==> src/rtl/bank_map_pkg.sv <==
package bank_map_pkg;
    localparam int CPU_AW    = 16;
    localparam int BANK_W    = 2;
    localparam int NUM_BANKS = 1 << BANK_W;
    localparam int PHYS_AW   = CPU_AW + BANK_W;
    localparam int IO_AW     = 8;
    localparam int IO_DW     = 8;

    // First CPU address above the banked window (window is 0x0000..0xBFFF)
    localparam logic [CPU_AW-1:0] WIN_END = 16'hC000;

    typedef logic [BANK_W-1:0] bank_t;

    typedef struct packed {
        bank_t             bank;
        logic [CPU_AW-1:0] offs;
    } phys_t;

    function automatic logic bank_ok(input logic [IO_DW-1:0] v);
        return 32'(v) < NUM_BANKS;
    endfunction

    function automatic logic in_window(input logic [CPU_AW-1:0] a);
        return a < WIN_END;
    endfunction
endpackage

==> src/rtl/bank_select_reg.sv <==
module bank_select_reg
    import bank_map_pkg::*;
#(
    parameter logic [IO_AW-1:0] SEL_PORT = 8'h40
) (
    input  logic             clk,
    input  logic             rst,
    input  logic             io_wr,
    input  logic             io_rd,
    input  logic [IO_AW-1:0] io_addr,
    input  logic [IO_DW-1:0] io_wdata,
    output logic [IO_DW-1:0] io_rdata,
    output bank_t            bank_o
);
    bank_t bank_q;
    logic  port_hit;
    logic  load_ok;

    assign port_hit = (io_addr == SEL_PORT);
    assign load_ok  = io_wr && port_hit && bank_ok(io_wdata);

    always_ff @(posedge clk) begin
        if (rst)
            bank_q <= '0;
        else if (load_ok)
            bank_q <= io_wdata[BANK_W-1:0];
    end

    assign bank_o   = bank_q;
    assign io_rdata = (io_rd && port_hit) ? {{(IO_DW-BANK_W){1'b0}}, bank_q} : '0;

    assert_reset_clear_R1: assert property (@(posedge clk)
        rst |=> (bank_q == '0));

    assert_load_value_R4: assert property (@(posedge clk) disable iff (rst)
        (io_wr && port_hit && (io_wdata < IO_DW'(NUM_BANKS)))
            |=> (bank_q == $past(io_wdata[BANK_W-1:0])));

    assert_ignore_big_R5: assert property (@(posedge clk) disable iff (rst)
        (io_wr && port_hit && (io_wdata >= IO_DW'(NUM_BANKS))) |=> $stable(bank_q));

    assert_other_port_R6: assert property (@(posedge clk) disable iff (rst)
        (io_wr && !port_hit) |=> $stable(bank_q));
endmodule

==> src/rtl/window_decode.sv <==
module window_decode
    import bank_map_pkg::*;
(
    input  logic [CPU_AW-1:0] cpu_addr,
    input  bank_t             bank,
    output phys_t             phys
);
    always_comb begin
        phys.offs = cpu_addr;
        phys.bank = in_window(cpu_addr) ? bank : bank_t'(0);
    end
endmodule

==> src/rtl/bank_mapper.sv <==
module bank_mapper
    import bank_map_pkg::*;
#(
    parameter logic [IO_AW-1:0] SEL_PORT = 8'h40
) (
    input  logic               clk,
    input  logic               rst,
    input  logic [CPU_AW-1:0]  cpu_addr,
    input  logic               mem_rd,
    input  logic               mem_wr,
    input  logic               io_wr,
    input  logic               io_rd,
    input  logic [IO_AW-1:0]   io_addr,
    input  logic [IO_DW-1:0]   io_wdata,
    output logic [IO_DW-1:0]   io_rdata,
    output logic [PHYS_AW-1:0] phys_addr,
    output logic               mem_cs
);
    bank_t cur_bank;
    phys_t phys;

    bank_select_reg #(.SEL_PORT(SEL_PORT)) u_sel (
        .clk      (clk),
        .rst      (rst),
        .io_wr    (io_wr),
        .io_rd    (io_rd),
        .io_addr  (io_addr),
        .io_wdata (io_wdata),
        .io_rdata (io_rdata),
        .bank_o   (cur_bank)
    );

    window_decode u_win (
        .cpu_addr (cpu_addr),
        .bank     (cur_bank),
        .phys     (phys)
    );

    assign phys_addr = phys;
    assign mem_cs    = mem_rd | mem_wr;

    assert_top_native_R3: assert property (@(posedge clk) disable iff (rst)
        (cpu_addr >= WIN_END) |-> (phys_addr[PHYS_AW-1:CPU_AW] == '0));

    assert_offset_pass_R2: assert property (@(posedge clk) disable iff (rst)
        phys_addr[CPU_AW-1:0] == cpu_addr);
endmodule

==> config.mk <==
export PLATFORM = sky130hd
export DESIGN_NAME = bank_mapper
export DESIGN_NICKNAME = d
export VERILOG_FILES = /design/src/rtl/bank_map_pkg.sv /design/src/rtl/bank_select_reg.sv /design/src/rtl/window_decode.sv /design/src/rtl/bank_mapper.sv
export SDC_FILE = /design/constraint.sdc
export NUM_CORES = 1
export LEC_CHECK = 0
export ABC_AREA = 1
export BUFFER_PORTS_ARGS = -buffer_cell sky130_fd_sc_hd__buf_2
export CAP_MARGIN = 20
export CORE_MARGIN = 2
export CORE_UTILIZATION = 29
export DETAILED_ROUTE_END_ITERATION = 7
export PLACE_DENSITY_LB_ADDON = 0.12
export SLEW_MARGIN = 20
export SYNTH_ARGS = -nofsm -noshare
export SYNTH_HDL_FRONTEND = slang
export SYNTH_SLANG_ARGS = --single-unit
==> constraint.sdc <==
create_clock -name clk -period 0.8 [get_ports clk]
set_input_delay 0.04 -clock clk [delete_from_list [all_inputs] [get_ports clk]]
set_output_delay 0.04 -clock clk [all_outputs]
set_load 0.1 [all_outputs]
==> qor.yml <==
yosys:
  netlist_instances: 82
  yosysWarnings: 0
  synth.cell_area_um2: 440
  yosysSeqAreaShare_pct: 9.09
  ys_ff_latch: 2
  syn_area_per_cell_um2: 5.37
  synth.distinct_cells: 12
setup_path:
  crit_path_top_delay_cell: "dfxtp_2"
  crit_path_max_incr_delay_ns: 0.32
  r2r_slack_ns: 0.24
  critical_path_class: "reg -> out"
  r2r.worst_path.cells: 2
  critical-path-top-delay-family: "flip-flops"
  arrival_ns: 0.93
  cp-end-kind: "output pin"
  crit_fanout: 2
  start_kind: "flop"
  worstReg2RegEnd: "u_sel.bank_o[1]$_SDFFE_PP0P_"
  worstReg2RegStart: "u_sel.bank_o[1]$_SDFFE_PP0P_"
  cp_cell_sequence: "inv_2, nor3_4, buf_12"
  crit_buf_inv: 2
  crit_required_ns: 0.76
routing:
  num_vias: 443
  wire_per_inst_um: 7.29
  drc: 0
  wirelength_um: 846
  via_per_inst: 3.82
  drtIter0Drc: 2
  antenna_left: 0
  firstDrtPassIters: 4
placed_design:
  post_dp_cell_area_um2: 609
  post-place-ws_ns: -0.131
  place.gp.congestion: 0.732
  portBuffers: 30
  dp_hpwl_um: 785
die:
  die_y_um: 43.0
  fp.coreArea_mm2: 0.00147
  initial_core_util_pct: 29.9
  die_w_um: 43.0
  ios: 65
  std_cell_rows: 14
  design.die.area_mm2: 0.00185
timing:
  setup_viol: 4
  rsz0062_at_grt: "yes"
  fin_crit_sh_pct: 122
  fmax_ghz: 1.03
  hold_viol_final: 0
  clock_skew_ns: 0
  min_period_ns: 0.973
  drv_slew: 0
  final.setup.worst_slack_ns: -0.173
flow_run:
  drv_cap: 0
power:
  power.density_mw_per_mm2: 999
  ir_drop_mv: 0.412
  p_leak_nw: 0.371
min_path:
  whs_path_depth: 4
  min_path_type: "in -> reg"
  min_from: "rst"
  holdPathEnd: "u_sel.bank_o[0]$_SDFFE_PP0P_"
outcome:
  outcome: "finished, violations left"
  violations: "setup timing"
layout:
  nNetsFinal: 140
  fillCellCount: 162
  layout-drive-gt1-share_pct: 47.0
  fin_area_um2: 644
  area_growth_pct: 46.3
  insertedDiodeCount: 0
  largest_reg_flops: 2
clock_tree:
  clock_latency_ns: 0.22
  root_buffer: "clkbuf_4"
  cts_inserted_buffers: 3
  clock_sinks: 2
  cts_max_path_buffers: 2
  cts_tree: "yes"
  htreeDepth: 1
  clk_pin_slew_ns: 0.03
global_route:
  antenna_found_initial: 0
  grtUsageTotal_pct: 9.92
  grt_pass1_wl_mm: 1.40
  grt_pass1_vias: 379
  grt_max_degree: 4
  grt_overflow_total: 0
-- through the flow --
stage	total power (W)	util, %	instances	hold WS (ns)	setup TNS [ns]
after floorplan	0.000689	-	87	0.188	-1.05
after global placement	0.000430	41.4	112	0.0807	-0.384
after detailed placement	0.000431	41.4	112	0.0807	-0.428
after CTS	0.000651	43.1	115	0.0562	-0.694
after global routing	0.000671	43.8	116	0.0802	-0.799
final	0.000644	43.8	116	0.0579	-0.645
-- repair_timing --
item | in CTS | in global routing
setup endpoints to repair | 4 | 4
pin swaps | 2 | 1
setup buffers | 0 | 1
hold buffers | 0 | 0
resized for setup | 1 | 1
gates cloned | 0 | 0
-- cell usage in the layout, fill, tap and decap left out, types with 3 or more instances in the layout --
master / count
buf_2: 24
inv_1: 17
nor2_1: 14
nand2_1: 12
conb_1: 6
buf_12: 6
nand3_1: 3
clkbuf_4: 3
-- worst max-delay path by stage --
stage                                      start          end  slack (ns)  cells after the start
floorplan           u_sel.bank_o[0]$_SDFFE_PP0P_  io_rdata[0]       -0.39                      2
global route        u_sel.bank_o[1]$_SDFFE_PP0P_  io_rdata[1]       -0.23                      3
finish              u_sel.bank_o[1]$_SDFFE_PP0P_  io_rdata[1]       -0.17                      3
detailed placement                    io_addr[7]  io_rdata[0]       -0.13                      7
CTS                 u_sel.bank_o[1]$_SDFFE_PP0P_  io_rdata[1]       -0.18                      3
global placement                      io_addr[7]  io_rdata[0]       -0.13                      7
-- synthesized netlist by cell type --
library cell,number,share of area (%)
nor2_2,1,1.4
buf_4,22,38
or2_2,1,1.4
nand2_1,13,11
inv_1,19,16
dfxtp_1,2,9.1
nand3_1,3,3.4
nor3_1,2,2.3
nand3b_1,1,1.7
conb_1,1,0.85
nor2_1,15,13
a21oi_1,2,2.3
-- cells by family (layout without fill, tap and decap cells) --
group	after synthesis	after routing	synth area share [%]
compound gates	2	2	2.27
buf+inv	41	54	53.7
flops	2	2	9.09
other cells	1	6	0.851
simple gates	36	36	34.1
-- worst reg2reg max path: stages, from the launching register on --
cell	delay, ns
dfxtp_2	0.31
nor2_1	0.10
nor2_1	0.05
-- final cells by class --
| type | instances | area [um2] | area share [%] |
|---|---|---|---|
| timing repair buffer | 32 | 255 | 39.6 |
| multi-input combinational | 44 | 233 | 36.1 |
| inverter | 19 | 71.3 | 11.1 |
| sequential | 2 | 42.5 | 6.60 |
| clock buffer | 3 | 22.5 | 3.50 |
| tap | 16 | 20.0 | 3.11 |
-- where the power goes --
part	total, W	leakage (nW)	internal (W)	switching (W)
logic	0.000330	0.340	0.0000844	0.000246
clock network	0.000213	0.0138	0.000165	0.0000483
registers	0.000101	0.0171	0.000101	0.00000000319
-- metal layers --
metal	part of all wire, %	track usage, %	vias up
met4	0.47	6.06	0
met1	38	10.3	166
met5	0	0	-
li1	-	-	242
met2	47	16.1	33
met3	14	4.68	2
Note: power is estimated with default switching activity, not from simulation.
